`config.mk`:
```
export PLATFORM = sky130hd
export DESIGN_NAME = thread_pause_timer
export DESIGN_NICKNAME = d
export VERILOG_FILES = /design/src/rtl/pause_pkg.sv /design/src/rtl/pause_loader.sv /design/src/rtl/pause_prescaler.sv /design/src/rtl/pause_countdown.sv /design/src/rtl/thread_pause_timer.sv
export SDC_FILE = /design/constraint.sdc
export NUM_CORES = 1
export LEC_CHECK = 0
export BUFFER_PORTS_ARGS = -buffer_cell sky130_fd_sc_hd__buf_2
export CAP_MARGIN = 5
export CORE_AREA = 2 2 99 101
export DETAILED_ROUTE_END_ITERATION = 10
export DIE_AREA = 0 0 101 103
export PLACE_DENSITY = 0.7
export SLEW_MARGIN = 20
export SYNTH_ARGS = -nofsm -noshare
export SYNTH_HDL_FRONTEND = slang
export SYNTH_HIERARCHICAL = 1
export SYNTH_SLANG_ARGS = --single-unit
```
`constraint.sdc`:
```
create_clock -name clk -period 4.85 [get_ports clk]
set_input_delay 0.485 -clock clk [delete_from_list [all_inputs] [get_ports clk]]
set_output_delay 0.485 -clock clk [all_outputs]
set_load 0.02 [all_outputs]
```
`src/rtl/pause_pkg.sv`:
```
package pause_pkg;
  localparam int unsigned PAUSE_DATA_W = 64;
  localparam int unsigned PAUSE_SHIFT  = 3;
  localparam int unsigned PAUSE_CNT_W  = PAUSE_DATA_W - PAUSE_SHIFT;

  typedef struct packed {
    logic                   load;
    logic                   short_stall;
    logic [PAUSE_CNT_W-1:0] ticks;
  } pause_load_t;
endpackage

```
`src/rtl/pause_loader.sv`:
```
module pause_loader #(
  parameter int unsigned DATA_W = 64,
  parameter int unsigned SHIFT  = 3,
  localparam int unsigned CNT_W = DATA_W - SHIFT
) (
  input  logic              wr_valid,
  input  logic [DATA_W-1:0] wr_data,
  input  logic              trap,
  output logic              load,
  output logic [CNT_W-1:0]  ticks,
  output logic              short_stall
);
  // A trap in the same cycle cancels the write.
  always_comb begin
    ticks       = CNT_W'(wr_data >> SHIFT);
    load        = wr_valid && !trap;
    short_stall = (ticks == '0);
  end
endmodule

```
`src/rtl/pause_prescaler.sv`:
```
module pause_prescaler #(
  parameter int unsigned SHIFT = 3
) (
  input  logic clk,
  input  logic rst_n,
  input  logic clr,
  input  logic run,
  output logic tick
);
  logic [SHIFT-1:0] phase_q;

  always_ff @(posedge clk) begin
    if (!rst_n || clr) begin
      phase_q <= '0;
    end else if (run) begin
      phase_q <= phase_q + 1'b1;
    end
  end

  assign tick = run && (&phase_q);

  p_phase_clear_r3: assert property (@(posedge clk) disable iff (!rst_n)
    clr |=> (phase_q == '0));

  p_phase_hold_r3: assert property (@(posedge clk) disable iff (!rst_n)
    (!clr && !run) |=> $stable(phase_q));
endmodule

```
`src/rtl/pause_countdown.sv`:
```
module pause_countdown #(
  parameter int unsigned CNT_W = 61
) (
  input  logic             clk,
  input  logic             rst_n,
  input  logic             load,
  input  logic [CNT_W-1:0] ticks,
  input  logic             short_stall,
  input  logic             trap,
  input  logic             tick,
  output logic             running,
  output logic             stalled
);
  logic [CNT_W-1:0] cnt_q;
  logic             min_q;

  always_ff @(posedge clk) begin
    if (!rst_n || trap) begin
      cnt_q <= '0;
      min_q <= 1'b0;
    end else if (load) begin
      cnt_q <= ticks;
      min_q <= short_stall;
    end else begin
      min_q <= 1'b0;
      if (tick && cnt_q != '0) cnt_q <= cnt_q - 1'b1;
    end
  end

  assign running = (cnt_q != '0);
  assign stalled = running || min_q;

  p_step_only_on_tick_r3: assert property (@(posedge clk) disable iff (!rst_n)
    (!load && !trap && !tick) |=> $stable(cnt_q));

  p_step_by_one_r3: assert property (@(posedge clk) disable iff (!rst_n)
    (!load && !trap && tick) |=> (cnt_q == $past(cnt_q) - 1'b1));

  p_short_one_cycle_r4: assert property (@(posedge clk) disable iff (!rst_n)
    (min_q && !load) |=> !stalled);

  p_trap_clears_r6: assert property (@(posedge clk) disable iff (!rst_n)
    trap |=> (!running && !min_q));
endmodule

```
`src/rtl/thread_pause_timer.sv`:
```
module thread_pause_timer
  import pause_pkg::*;
#(
  parameter int unsigned DATA_W = PAUSE_DATA_W,
  parameter int unsigned SHIFT  = PAUSE_SHIFT,
  localparam int unsigned CNT_W = DATA_W - SHIFT
) (
  input  logic              clk,
  input  logic              rst_n,
  input  logic              wr_valid,
  input  logic [DATA_W-1:0] wr_data,
  input  logic              trap,
  output logic              blocked
);
  logic             load;
  logic [CNT_W-1:0] ticks;
  logic             short_stall;
  logic             tick;
  logic             running;
  logic             stalled;

  pause_loader #(.DATA_W(DATA_W), .SHIFT(SHIFT)) u_loader (
    .wr_valid    (wr_valid),
    .wr_data     (wr_data),
    .trap        (trap),
    .load        (load),
    .ticks       (ticks),
    .short_stall (short_stall)
  );

  pause_prescaler #(.SHIFT(SHIFT)) u_prescaler (
    .clk   (clk),
    .rst_n (rst_n),
    .clr   (load || trap),
    .run   (running),
    .tick  (tick)
  );

  pause_countdown #(.CNT_W(CNT_W)) u_countdown (
    .clk         (clk),
    .rst_n       (rst_n),
    .load        (load),
    .ticks       (ticks),
    .short_stall (short_stall),
    .trap        (trap),
    .tick        (tick),
    .running     (running),
    .stalled     (stalled)
  );

  // The release on a trap is combinational: the thread is let go in the trap cycle itself.
  assign blocked = stalled && !trap;

  p_rise_after_write_r5: assert property (@(posedge clk) disable iff (!rst_n)
    (wr_valid && !trap) |=> (blocked || trap));

  p_trap_wins_r8: assert property (@(posedge clk) disable iff (!rst_n)
    (wr_valid && trap) |=> !stalled);

  p_idle_stays_low_r1: assert property (@(posedge clk) disable iff (!rst_n)
    (!stalled && !wr_valid) |=> !stalled);
endmodule

```
==> reports/qor.csv <==
stage;metric;value;unit
clock_network;cts hold-fix bufs;0;
detailed_routing;met2 wire length;6060;um
cells_and_area;synthesis-to-finish area growth;2.82;%
synthesis;Ys Warns;6;
detailed_routing;routed vias/inst;6.58;
detailed_routing;M1 wire length;5260;um
timing;Worst Tran Pin Value;1010;ps
detailed_routing;Initial DRC Count;302;
clock_network;cts repair resizes;0;
global_routing;GRT Util Overall;0.243;
detailed_routing;Vias;4481;
place;Inst Count DP;665;
worst_setup_path;CP arrival;3770;ps
floorplanning;initial core utilization;0.483;
synthesis;Cell variety after synth;48;
detailed_routing;first drt pass iteration count;5;
clock_network;buffer count from post-CTS setup fixing;0;
synthesis;Synth Net Count;651;
timing;Final Slew Violations;0;
floorplanning;core box area;0.00946;sq mm
global_routing;Overflow after GRT;0;
clock_network;cts bufs inserted;9;
timing;Clock Skew;7.30;ps
pwr;Pwr per Cell Area;279;mW/mm^2
run;Max Cap Viol;0;
run_status;outcome;finished clean;
global_routing;initial antenna violation count;0;
timing;unrepaired setup endpoints after global routing;no;
detailed_routing;total wire length;12500;um
worst_setup_path;Slowest-stage cell, CP;or4_1;
synthesis;Post-synth EDFFs;0;
detailed_routing;Routed Antenna Nets;0;
floorplanning;Cell Rows;36;
synthesis;Synth async-reset ratio;0;
worst_setup_path;kind of critical path;reg2reg;
floorplanning;I/O Pins;69;
pwr;maximum vdd drop;0.000148;V
floorplanning;die width;101;um
timing;# setup viols final;0;
detailed_routing;post-DR wirelength/cell;18.4;um
clock_network;htree depth;3;
place;DP HPWL;8840;um
worst_setup_path;CP cell instances;or4_1 > nor4_2 > and4_1 > nand2_1 > and2_2 > inv_1 > a21oi_1 > buf_4 > a211o_1 > o21ai_0;
global_routing;first-pass GRT wire length;19800;um
detailed_routing;Met3 Wirelength;839;um
global_routing;largest net degree at the start of global routing;75;
synthesis;Synth Cell Area;0.00457;sq mm
worst_setup_path;CP max stage delay;590;ps
clock_network;CTS root buffer;clkbuf_8;
worst_setup_path;worst r2r src;u_countdown/cnt_q[46];
worst_hold_path;hold path start;wr_data[52];
timing;post-route minimum period;3500;ps
timing;period utilization;0.723;
clock_network;CTS sink cnt;65;
global_routing;number of global-route vias before repair;4073;
synthesis;Post-Syn Instances;579;
clock_network;CTS tree;done;
worst_setup_path;Setup crit start;u_countdown/cnt_q[46];
clock_network;Max clock buf depth;2;
synthesis;Post-synth top flop;dfxtp_1;
detailed_routing;detailed-route DRC error count;0;
worst_setup_path;crit path launch type;register;
pwr;Pleak;0.00170;uW
synthesis;register bit count reported by yosys;65;
floorplanning;DIE AREA;0.0104;sq mm
detailed_routing;Highest Signal Layer;met4;
timing;Slew HR;0.329;
cells_and_area;ANT cells;0;
clock_network;clock slew at reported path FFs;70;ps
cells_and_area;Layout Cells excl Fill;681;
worst_setup_path;CP endpoint kind;register;
synthesis;sequential-to-total area share from yosys stat;0.285;
cells_and_area;nets@finish;635;
worst_setup_path;critical path peak fanout;18;
worst_setup_path;Worst EP required;5120;ps
synthesis;syn_area_per_cell;7.89;sq um
floorplanning;Die Height;103;um
place;routability cong.;0.873;
place;port bufs;65;
worst_hold_path;Hold Crit Class;in2reg;
timing;Fin. Hold Viols;0;
timing;TNS Setup;0;ps
timing;hold slack final;398;ps
clock_network;worst skew pair latency;340;ps
cells_and_area;layout cells sized above 1;0.198;
timing;Achievable Freq;285;MHz
[kinds of logic (layout without fill, tap and decap cells)]
family | after synthesis | count (layout) | share of synthesized area
xor+xnor | 13 | 13 | 0.0249
simple gates | 227 | 227 | 0.309
buf+inv | 105 | 93 | 0.139
flops | 65 | 65 | 0.285
compound gates | 160 | 160 | 0.221
fa+ha+maj | 4 | 4 | 0.0110
mux | 5 | 5 | 0.0110
[power by group]
group	internal [uW]	total, uW	switching [uW]
registers	551	570	18.4
clock network	261	470	208
logic	96.0	272	176
[path summary, 6_finish.rpt]
| kind | to | slack [ps] | cells past startpoint |
|---|---|---|---|
| max | u_countdown/cnt_q[1] | 1350 | 10 |
| min reg2reg | u_countdown/cnt_q[47] | 500 | 2 |
| min | u_countdown/cnt_q[49] | 400 | 3 |
| max reg2reg | u_countdown/cnt_q[1] | 1350 | 10 |
[registers in the layout (all words and copies together), names as in the netlist]
name                 cells
u_countdown/cnt_q       61
u_countdown/min_q        1
u_prescaler/phase_q      3
[per-stage QoR]
stage	total power (uW)	util	worst slack (ps)	instance area, sq um
after detailed placement	845	0.474	1470	4480
after global routing	1370	0.497	1200	4700
after CTS	1310	0.495	1430	4680
after floorplan	787	-	1400	4570
after global placement	839	0.474	1510	4480
final	1310	0.497	1350	4700
[metal layers]
layer / vias to the layer above / track usage
met5: - / 0
met3: 30 / 0.0542
li1: 2138 / -
met4: 0 / 0.105
met1: 2141 / 0.306
met2: 172 / 0.401
[critical path: cells and delay by family, from the launching register on]
| kind | cells | cell delay [ps] |
|---|---|---|
| compound gates | 3 | 640 |
| buf+inv | 2 | 580 |
| flops | 1 | 340 |
| simple gates | 5 | 1860 |
[synth_stat cells, drive strengths merged (2+ instances only)]
library cell,instances,area (sq um)
mux2i,5,50.1
inv,5,18.8
xnor2,13,114
a2111oi,6,58.8
nor3b,3,22.5
or3,19,119
or4,29,218
nand3b,3,22.5
nand2b,6,37.5
a211o,2,17.5
or3b,2,17.5
and3,5,31.3
dfxtp,65,1300
nand4,8,50.1
clkbuf,31,116
buf,69,500
nand3,9,45.0
ha,4,50.1
o31ai,16,120
a31oi,25,156
o21ai,64,320
nor4,26,181
a21oi,16,80.1
nor2,24,90.1
nor2b,3,18.8
nor3,35,180
and4,20,175
or2,12,75.1
nand2,15,56.3
a211oi,21,168
o41ai,4,35.0
nor4b,4,35.0
[layout by cell type, fill, tap and decap left out, types with 2 or more instances in the layout]
cell type / instances
or2_2: 11
buf_4: 7
and4_1: 20
nor3_1: 34
a211oi_2: 2
nor3b_1: 3
a211o_1: 2
o31ai_1: 16
nand3b_1: 3
a31oi_1: 25
a2111oi_0: 5
a21oi_1: 16
nor4b_1: 4
clkbuf_8: 11
buf_2: 65
or3b_2: 2
o21ai_0: 64
and3_1: 5
ha_1: 4
nor2_1: 24
or4_1: 29
inv_1: 4
a211oi_1: 19
nand3_1: 9
mux2i_1: 5
nand2b_1: 6
o41ai_1: 4
nor4_2: 3
or3_1: 19
dfxtp_1: 65
nand2_1: 15
nor4_1: 23
clkinv_2: 2
xnor2_1: 13
nand4_1: 8
[final cells by class]
class                           instances  area, sq um
Fill cell                             960         4760
Multi-Input combinational cell        409         2640
Sequential cell                        65         1300
Timing Repair Buffer                   73          398
Clock buffer                           12          155
Tap cell                              114          143
Clock inverter                          3         40.0
Inverter                                5         18.8
Note: power is estimated with default switching activity, not from simulation.
